**src/rtl/lanedist_pkg.sv**
```systemverilog
package lanedist_pkg;

    typedef enum logic {DS_HUNT, DS_RUN} dist_state_t;
    typedef enum logic {SS_IDLE, SS_SHIFT} ser_state_t;

    // Counter width for a range of n values, never below one bit.
    function automatic int unsigned cnt_w(input int unsigned n);
        return (n > 1) ? $clog2(n) : 1;
    endfunction

endpackage

```
**src/rtl/lane_dealer.sv**
```systemverilog
module lane_dealer
    import lanedist_pkg::*;
#(
    parameter int NUM_PCS = 20,
    parameter int BLK_W   = 66
) (
    input  logic                     clk,
    input  logic                     rst_n,
    input  logic                     blk_valid,
    input  logic [BLK_W-1:0]         blk_data,
    input  logic                     blk_lock,
    input  logic                     take,
    output logic                     round_ready,
    output logic [NUM_PCS*BLK_W-1:0] hold_flat
);

    localparam int PTR_W = cnt_w(NUM_PCS);
    localparam logic [PTR_W-1:0] PTR_LAST = PTR_W'(NUM_PCS - 1);

    dist_state_t       state, state_nx;
    logic [PTR_W-1:0]  ptr;
    logic [NUM_PCS-1:0] full;
    logic [BLK_W-1:0]  hold [NUM_PCS];
    logic              accept;

    // State register
    always_ff @(posedge clk or negedge rst_n) begin
        if (!rst_n) state <= DS_HUNT;
        else        state <= state_nx;
    end

    // Next state
    always_comb begin
        state_nx = state;
        unique case (state)
            DS_HUNT: if (blk_lock)  state_nx = DS_RUN;
            DS_RUN:  if (!blk_lock) state_nx = DS_HUNT;
        endcase
    end

    // Outputs of the state machine
    always_comb begin
        accept = 1'b0;
        unique case (state)
            DS_HUNT: accept = 1'b0;
            DS_RUN:  accept = blk_lock && blk_valid;
        endcase
    end

    // Round-robin pointer
    always_ff @(posedge clk or negedge rst_n) begin
        if (!rst_n)         ptr <= '0;
        else if (!blk_lock) ptr <= '0;
        else if (accept)    ptr <= (ptr == PTR_LAST) ? '0 : ptr + 1'b1;
    end

    // Holding buffers with occupancy flags
    always_ff @(posedge clk or negedge rst_n) begin
        if (!rst_n) begin
            full <= '0;
            for (int i = 0; i < NUM_PCS; i++) hold[i] <= '0;
        end else begin
            for (int i = 0; i < NUM_PCS; i++) begin
                if (!blk_lock) begin
                    full[i] <= 1'b0;
                end else if (accept && ptr == PTR_W'(i)) begin
                    full[i] <= 1'b1;
                    hold[i] <= blk_data;
                end else if (take) begin
                    full[i] <= 1'b0;
                end
            end
        end
    end

    assign round_ready = &full;

    for (genvar g = 0; g < NUM_PCS; g++) begin : g_flat
        assign hold_flat[g*BLK_W +: BLK_W] = hold[g];
    end

    a_r2_ptr_in_range: assert property (@(posedge clk) disable iff (!rst_n)
        ptr <= PTR_LAST);

    a_r2_ptr_step: assert property (@(posedge clk) disable iff (!rst_n)
        accept |=> (ptr == (($past(ptr) == PTR_LAST) ? '0 : $past(ptr) + 1'b1)));

    a_r3_flush_on_loss: assert property (@(posedge clk) disable iff (!rst_n)
        !blk_lock |=> (full == '0 && ptr == '0));

    a_r1_hunt_stores_nothing: assert property (@(posedge clk) disable iff (!rst_n)
        (state == DS_HUNT) |=> ($countones(full) <= $countones($past(full))));

    a_r4_no_overrun: assert property (@(posedge clk) disable iff (!rst_n)
        accept |-> !full[ptr]);

endmodule

```
**src/rtl/lane_weaver.sv**
```systemverilog
module lane_weaver
    import lanedist_pkg::*;
#(
    parameter int NUM_PCS = 20,
    parameter int NUM_PHY = 4,
    parameter int BLK_W   = 66
) (
    input  logic                     clk,
    input  logic                     rst_n,
    input  logic                     round_ready,
    input  logic [NUM_PCS*BLK_W-1:0] hold_flat,
    output logic                     take,
    output logic                     phy_valid,
    output logic [NUM_PHY-1:0]       phy_bit
);

    localparam int LPP   = NUM_PCS / NUM_PHY;
    localparam int SEL_W = cnt_w(LPP);
    localparam int BIT_W = cnt_w(BLK_W);
    localparam logic [SEL_W-1:0] SEL_LAST = SEL_W'(LPP - 1);
    localparam logic [BIT_W-1:0] BIT_LAST = BIT_W'(BLK_W - 1);

    ser_state_t        state, state_nx;
    logic [SEL_W-1:0]  sel;
    logic [BIT_W-1:0]  bidx;
    logic [BLK_W-1:0]  sreg [NUM_PCS];
    logic              last;

    assign last = (state == SS_SHIFT) && (sel == SEL_LAST) && (bidx == BIT_LAST);
    assign take = round_ready && ((state == SS_IDLE) || last);

    // State register
    always_ff @(posedge clk or negedge rst_n) begin
        if (!rst_n) state <= SS_IDLE;
        else        state <= state_nx;
    end

    // Next state
    always_comb begin
        state_nx = state;
        unique case (state)
            SS_IDLE:  if (take) state_nx = SS_SHIFT;
            SS_SHIFT: if (last) state_nx = take ? SS_SHIFT : SS_IDLE;
        endcase
    end

    // Lane-select and bit-index counters
    always_ff @(posedge clk or negedge rst_n) begin
        if (!rst_n) begin
            sel  <= '0;
            bidx <= '0;
        end else if (take) begin
            sel  <= '0;
            bidx <= '0;
        end else if (state == SS_SHIFT) begin
            if (sel == SEL_LAST) begin
                sel  <= '0;
                bidx <= bidx + 1'b1;
            end else begin
                sel <= sel + 1'b1;
            end
        end
    end

    // Per-lane shift registers, each shifting on its own turn
    always_ff @(posedge clk or negedge rst_n) begin
        if (!rst_n) begin
            for (int i = 0; i < NUM_PCS; i++) sreg[i] <= '0;
        end else begin
            for (int i = 0; i < NUM_PCS; i++) begin
                if (take)
                    sreg[i] <= hold_flat[i*BLK_W +: BLK_W];
                else if (state == SS_SHIFT && sel == SEL_W'(i / NUM_PHY))
                    sreg[i] <= sreg[i] >> 1;
            end
        end
    end

    // Outputs of the state machine
    always_comb begin
        phy_valid = 1'b0;
        phy_bit   = '0;
        unique case (state)
            SS_IDLE: phy_valid = 1'b0;
            SS_SHIFT: begin
                phy_valid = 1'b1;
                for (int p = 0; p < NUM_PHY; p++)
                    for (int k = 0; k < LPP; k++)
                        if (sel == SEL_W'(k)) phy_bit[p] = sreg[p + k*NUM_PHY][0];
            end
        endcase
    end

    a_r6_counters_bounded: assert property (@(posedge clk) disable iff (!rst_n)
        (state == SS_SHIFT) |-> (bidx <= BIT_LAST && sel <= SEL_LAST));

    a_r6_end_after_full_round: assert property (@(posedge clk) disable iff (!rst_n)
        $fell(phy_valid) |-> $past(last));

    a_r4_take_starts_round: assert property (@(posedge clk) disable iff (!rst_n)
        take |=> (phy_valid && sel == '0 && bidx == '0));

endmodule

```
**src/rtl/lane_distributor.sv**
```systemverilog
module lane_distributor #(
    parameter int NUM_PCS = 20,
    parameter int NUM_PHY = 4,
    parameter int BLK_W   = 66
) (
    input  logic               clk,
    input  logic               rst_n,
    input  logic               blk_valid,
    input  logic [BLK_W-1:0]   blk_data,
    input  logic               blk_lock,
    output logic               phy_valid,
    output logic [NUM_PHY-1:0] phy_bit
);

    logic                     take;
    logic                     round_ready;
    logic [NUM_PCS*BLK_W-1:0] hold_flat;

    lane_dealer #(
        .NUM_PCS (NUM_PCS),
        .BLK_W   (BLK_W)
    ) u_dealer (
        .clk         (clk),
        .rst_n       (rst_n),
        .blk_valid   (blk_valid),
        .blk_data    (blk_data),
        .blk_lock    (blk_lock),
        .take        (take),
        .round_ready (round_ready),
        .hold_flat   (hold_flat)
    );

    lane_weaver #(
        .NUM_PCS (NUM_PCS),
        .NUM_PHY (NUM_PHY),
        .BLK_W   (BLK_W)
    ) u_weaver (
        .clk         (clk),
        .rst_n       (rst_n),
        .round_ready (round_ready),
        .hold_flat   (hold_flat),
        .take        (take),
        .phy_valid   (phy_valid),
        .phy_bit     (phy_bit)
    );

    a_r8_quiet_when_idle: assert property (@(posedge clk) disable iff (!rst_n)
        !phy_valid |-> (phy_bit == '0));

endmodule

```
**config.mk**
```make
export PLATFORM = sky130hd
export DESIGN_NAME = lane_distributor
export DESIGN_NICKNAME = d
export VERILOG_FILES = /design/src/rtl/lanedist_pkg.sv /design/src/rtl/lane_dealer.sv /design/src/rtl/lane_weaver.sv /design/src/rtl/lane_distributor.sv
export SDC_FILE = /design/constraint.sdc
export NUM_CORES = 2
export LEC_CHECK = 0
export BUFFER_PORTS_ARGS = -buffer_cell sky130_fd_sc_hd__buf_2
export CORE_MARGIN = 1.5
export CORE_UTILIZATION = 57
export DETAILED_ROUTE_END_ITERATION = 8
export PLACE_DENSITY = 0.73
export SLEW_MARGIN = 30
export SYNTH_ARGS = -nofsm -noshare
export SYNTH_HDL_FRONTEND = slang
export SYNTH_SLANG_ARGS = --single-unit
```
**constraint.sdc**
```tcl
create_clock -name clk -period 3.35 [get_ports clk]
set_input_delay 0.67 -clock clk [delete_from_list [all_inputs] [get_ports clk]]
set_output_delay 0.67 -clock clk [all_outputs]
set_load 0.05 [all_outputs]
```
Word level (Yosys, flattened, before mapping):

Index checks and enable logic that the tools add are counted.

* flip-flop bits (word level): 2677
* bits of input ports: 70
* output and inout bits: 5
* word-level logic and storage cells: 292

* add/sub/neg operators: 3
* equal/unequal tests: 45
* mux-type cells: 117
* bitwise gates (word level): 2
* reduce and logical (&&, ||, !) cells: 60

Operator list (number)
* 66-bit two-way mux: 40
* 1-bit two-way mux: 64
* 3-bit by 1-bit inequality test with 1-bit output (second input constant): 20
* 2-bit AND reduction: 21
* 5-bit by 4-bit equality test with 1-bit output (second input constant): 8
* 1-bit logical AND: 28
* 7-bit two-way mux: 3
* 5-bit by 3-bit equality test with 1-bit output (second input constant): 4
* 5-bit equality test (second input constant): 4
* 20-bit AND reduction: 1
* 5-bit two-way mux: 3
* 2-bit nonzero test: 7
* 5-bit by 2-bit equality test with 1-bit output (second input constant): 2
* 3-bit two-way mux: 3
* 7-bit by 1-bit adder with 7-bit output (second input constant): 1
* 7-bit equality test (second input constant): 1
* 3-bit by 2-bit equality test with 1-bit output (second input constant): 2
* 1-bit case mux with 2 select lines: 3
* 5-bit by 1-bit adder with 5-bit output (second input constant): 1
* 5-bit by 1-bit equality test with 1-bit output (second input constant): 1
* 5-bit zero test: 1
* 4-bit two-way mux: 1
* 3-bit by 1-bit adder with 3-bit output (second input constant): 1
* 3-bit by 1-bit equality test with 1-bit output (second input constant): 1
* 5 further kinds: 6

Logic depth before layout (Yosys ltp):

* word-level depth: 8
* mapped depth: 10
* gate-level depth less buffers: 7

Modules after synthesis:

From an unflattened synthesis, not the netlist that was laid out.

* cells, all modules: 7847
* area, all modules: 110373.4 µm²

By module, submodules not included
* lane_weaver: times used 1, cells an instance 4801, area an instance 59124.2 µm², sequential area each 33306.9 µm²
* lane_dealer: times used 1, cells an instance 3046, area an instance 51249.2 µm², sequential area each 33682.3 µm²

Worst setup path before layout:

No wires, ideal clock.

* path type: register to output
* start point: register u_weaver.state
* end point: output phy_bit[0]
* arrival: 2.067 ns
* required time: 2.680 ns
* path slack: 0.613 ns
* cell stages (with the launch flop): 5
* buffers on the path: 2
* cell sequence: dfrtp_1 > clkbuf_1 > clkbuf_1 > o21ai_0 > a21oi_1

* word-level cells in the longest chain between the ends: 1

RTL lines
* start: declaration: RTL line lane_weaver.sv:23 `ser_state_t state, state_nx;`
* start signal: assignment: RTL line lane_weaver.sv:35 `else state <= state_nx;`
* 4-bit two-way mux: RTL line lane_weaver.sv:83 `unique case (state)`
* end: declaration: RTL line lane_distributor.sv:12 `output logic [NUM_PHY-1:0] phy_bit`

Every way passes these cells.

Worst setup path after layout:

* start point: register u_weaver.sel[0]
* end point: output phy_bit[1]

* word-level cells in the longest chain between the ends: 7
* elaborated cells between the ends (all ways): 11
* classes of those cells: eq/ne: 4; mux: 6; reduce/logical: 1

RTL lines
* start: declaration: RTL line lane_weaver.sv:24 `logic [SEL_W-1:0] sel;`
* start signal: assignment: RTL line lane_weaver.sv:60 `sel <= sel + 1'b1;`
* 3-bit zero test: RTL line lane_weaver.sv:89 `if (sel == SEL_W'(k)) phy_bit[p] = sreg[p + k*NUM_PHY][0];`
* 1-bit two-way mux (4 in series): RTL line lane_weaver.sv:89
* 1-bit two-way mux *: RTL line lane_weaver.sv:89
* 4-bit two-way mux *: RTL line lane_weaver.sv:83

Every way passes the cells marked *; elsewhere a longest branch is shown, timed or not.

==> out/metrics.yaml <==
clkLatencyLatePin_ns: 0.92
crit_slowest_cell: "dfrtp_2"
grt_usage: 0.286
synth_area_leaders: "dfrtp_1 61%, mux2_2 14%, nand2_1 7.4%"
hpwl_um: 163000
synth_warnings: 0
ys_ff_latch: 2677
cts_buffer_depth: 4
drv_slew: 0
viasPerCell: 6.15
hold_violations: 0
final_cell_mix: "2,676 x dfrtp_1, 2,158 x nand2_1, 1,320 x mux2_2, 1,305 x nor2_1, 1,041 x a31oi_1"
core_um2: 190000
worst_pin_slew_ns: 0.935
fmax_mhz: 294
synth_area_um2: 109000
required_ns: 2.68
final_common_cell: "dfrtp_1"
synth.top_cell.area_share: 0.614
syn_to_final_growth_pct: 11.0
grt_pass1_wl_um: 442000
critical_path_class: "flip-flop to output port"
grt_max_degree: 214
clockRootBuffer: "clkbuf_16"
cts_sinks: 2677
initial_core_util: 0.574
gp_congestion: 0.824
synth_top_area_cell: "dfrtp_1"
cap_viol_max_count: 0
ys_seq_area_frac: 0.614
drive_gt1_frac: 0.207
total_power_w: 0.0650
route.detailed.drc: 0
cts_made_buffers: 283
min_path_type: "input pin to flip-flop"
synth_nets: 10100
drt_iter0_markers: 7376
total_leakage_power_nw: 60.7
grt_pass1_vias: 78700
clkTransAtPathRegs_ns: 0.06
yosysUniqueCellTypes: 39
die_h_um: 441
slew_headroom: 0.377
finish.utilization: 0.637
final_antenna_net_count: 0
fin_crit_ns: 3.40
syn_avg_cell_area_um2: 10.9
critPathMaxStageDelay_ns: 0.46
wl_per_cell_um: 22.2
final-setup-viol-count: 4
grt_setup_unrepaired: "yes"
drt_first_pass_iters: 7
status: "finished, violations left"
antenna_found_initial: 15
numPortBuffers: 74
routed_wl_um: 277000
die-area_um2: 194000
io_pins: 75
fillers: 14200
fp-row-count: 160
ir_worst_vdd_v: 0.000458
period_share: 1.02
gr-total-overflow: 0
whs_ns: 0.200
critPathLaunchType: "flip-flop"
violations: "setup timing"
critPathMostFrequentCell: "buf_6"
die_width_um: 441
powerDensity_nw_per_um2: 536
path_cells: "inv_4 -> ha_4 -> nor2b_4 -> buf_6 -> a22oi_2 -> o21ai_2 -> a22oi_1 -> a21oi_2 -> buf_6"
crit_arrival_ns: 2.73
syn_inst: 10000
fin_nets: 9845
cts_tree: "built"
worst-path-max-fanout: 4
endpoint_kind: "output port"
postLayoutSetupSlackWorst_ns: -0.0510
skew_ns: 0.0303
via_count: 76600
htree_levels: 5
==> synthesized netlist by cell type, drive strengths merged <==
cell	count
o21ai	14
o41ai	1
nand2b	2
buf	408
nor4	3
inv	10
nand3b	2
a22oi	8
mux2i	2
and2	5
o22a	4
a21o	11
or3	5
nor2b	2
a31oi	1041
a21oi	11
o21a	5
xor2	2
o22ai	257
nand3	28
or4b	1
a22o	4
nor4b	2
and3	3
nand2	2164
nor2	1317
clkinv	1
nand4	7
nor3	260
xnor2	1
mux2	1320
dfrtp	2677
a211o	1
clkbuf	454
ha	12
==> cells by family after synthesis <==
logic type      after synthesis  synth area share
compound gates             1357            0.0782
xor+xnor                      3          0.000241
fa+ha+maj                    12           0.00138
buf+inv                     873            0.0353
flops                      2677             0.614
mux                        1322             0.136
simple gates               3801             0.135
==> where the power goes <==
part	internal, W	switching [W]	total (W)	leakage, nW
sequential	0.0329	0.000274	0.0331	37.2
clock	0.0177	0.0125	0.0302	4.32
combinational	0.000523	0.00114	0.00166	19.2
==> area by class of cell <==
type	count	area, um^2	share of cell area
sequential	2677	67000	0.553
tap	2511	3140	0.0259
timing repair buffer	295	3550	0.0293
multi-input combinational	6495	38700	0.319
clock buffer	419	8270	0.0682
clock inverter	49	523	0.00431
antenna	4	10.0	0.0000826
inverter	11	43.8	0.000361
==> routing by layer <==
metal / track usage / up-vias / wire, um
met2: 0.489 / 2553 / 140000
met1: 0.369 / 39800 / 111000
li1: - / 33600 / -
met3: 0.0365 / 701 / 14200
met5: 0 / - / 49
met4: 0.120 / 8 / 11900
==> stage by stage <==
step                setup slack, ns  cells  cell area [um^2]  setup TNS, ns
global route                 -0.111  12500            121000         -0.435
CTS                          -0.142  12500            121000         -0.340
global placement              0.160  12000            112000              0
floorplan                     0.613  10000            109000              0
finish                      -0.0510  12500            121000         -0.145
detailed placement           0.0610  12000            112000              0
==> worst max-delay path, delay by kind of cell (launching register included) <==
family | cells | cell delay [ns]
AOI/OAI and AO/OA | 4 | 0.59
adders and majority gates | 1 | 0.14
buffers and inverters | 3 | 0.42
DFF | 1 | 0.46
and+or+nand+nor | 1 | 0.20
==> repair_timing <==
action                                  in CTS  in global routing
buffers inserted                             3                  2
pin swaps                                   10                 13
endpoints found under the setup margin       4                 18
hold buffers                                 2                  0
gates resized for setup                     32                 12
hold endpoints to repair                    18                  0
==> state kept, by name, summed over array words and instances (netlist names) <==
| signal | count |
|---|---|
| u_weaver.sreg | 1320 |
| u_dealer.full | 20 |
| u_dealer.ptr | 5 |
| u_weaver.sel | 3 |
| u_dealer.hold_flat | 1320 |
| u_dealer.state | 1 |
| u_weaver.state | 1 |
| u_weaver.bidx | 7 |
==> path summary, 6_finish.rpt <==
path,from,end,slack (ns),depth (start not counted)
worst max-delay path,u_weaver.sel[0],phy_bit[1],-0.05,9
worst min-delay path,blk_valid,u_dealer.ptr[1],0.20,4
worst max register to register,u_weaver.sel[0],u_weaver.sreg[651],0.23,11
worst min register to register,u_dealer.hold_flat[527],u_weaver.sreg[857],0.46,2
max in group asynchronous,rst_n,u_dealer.hold_flat[1212],1.75,3
min in group asynchronous,rst_n,u_weaver.sreg[52],0.33,2
No activity file was read; power rests on OpenSTA's default activity.
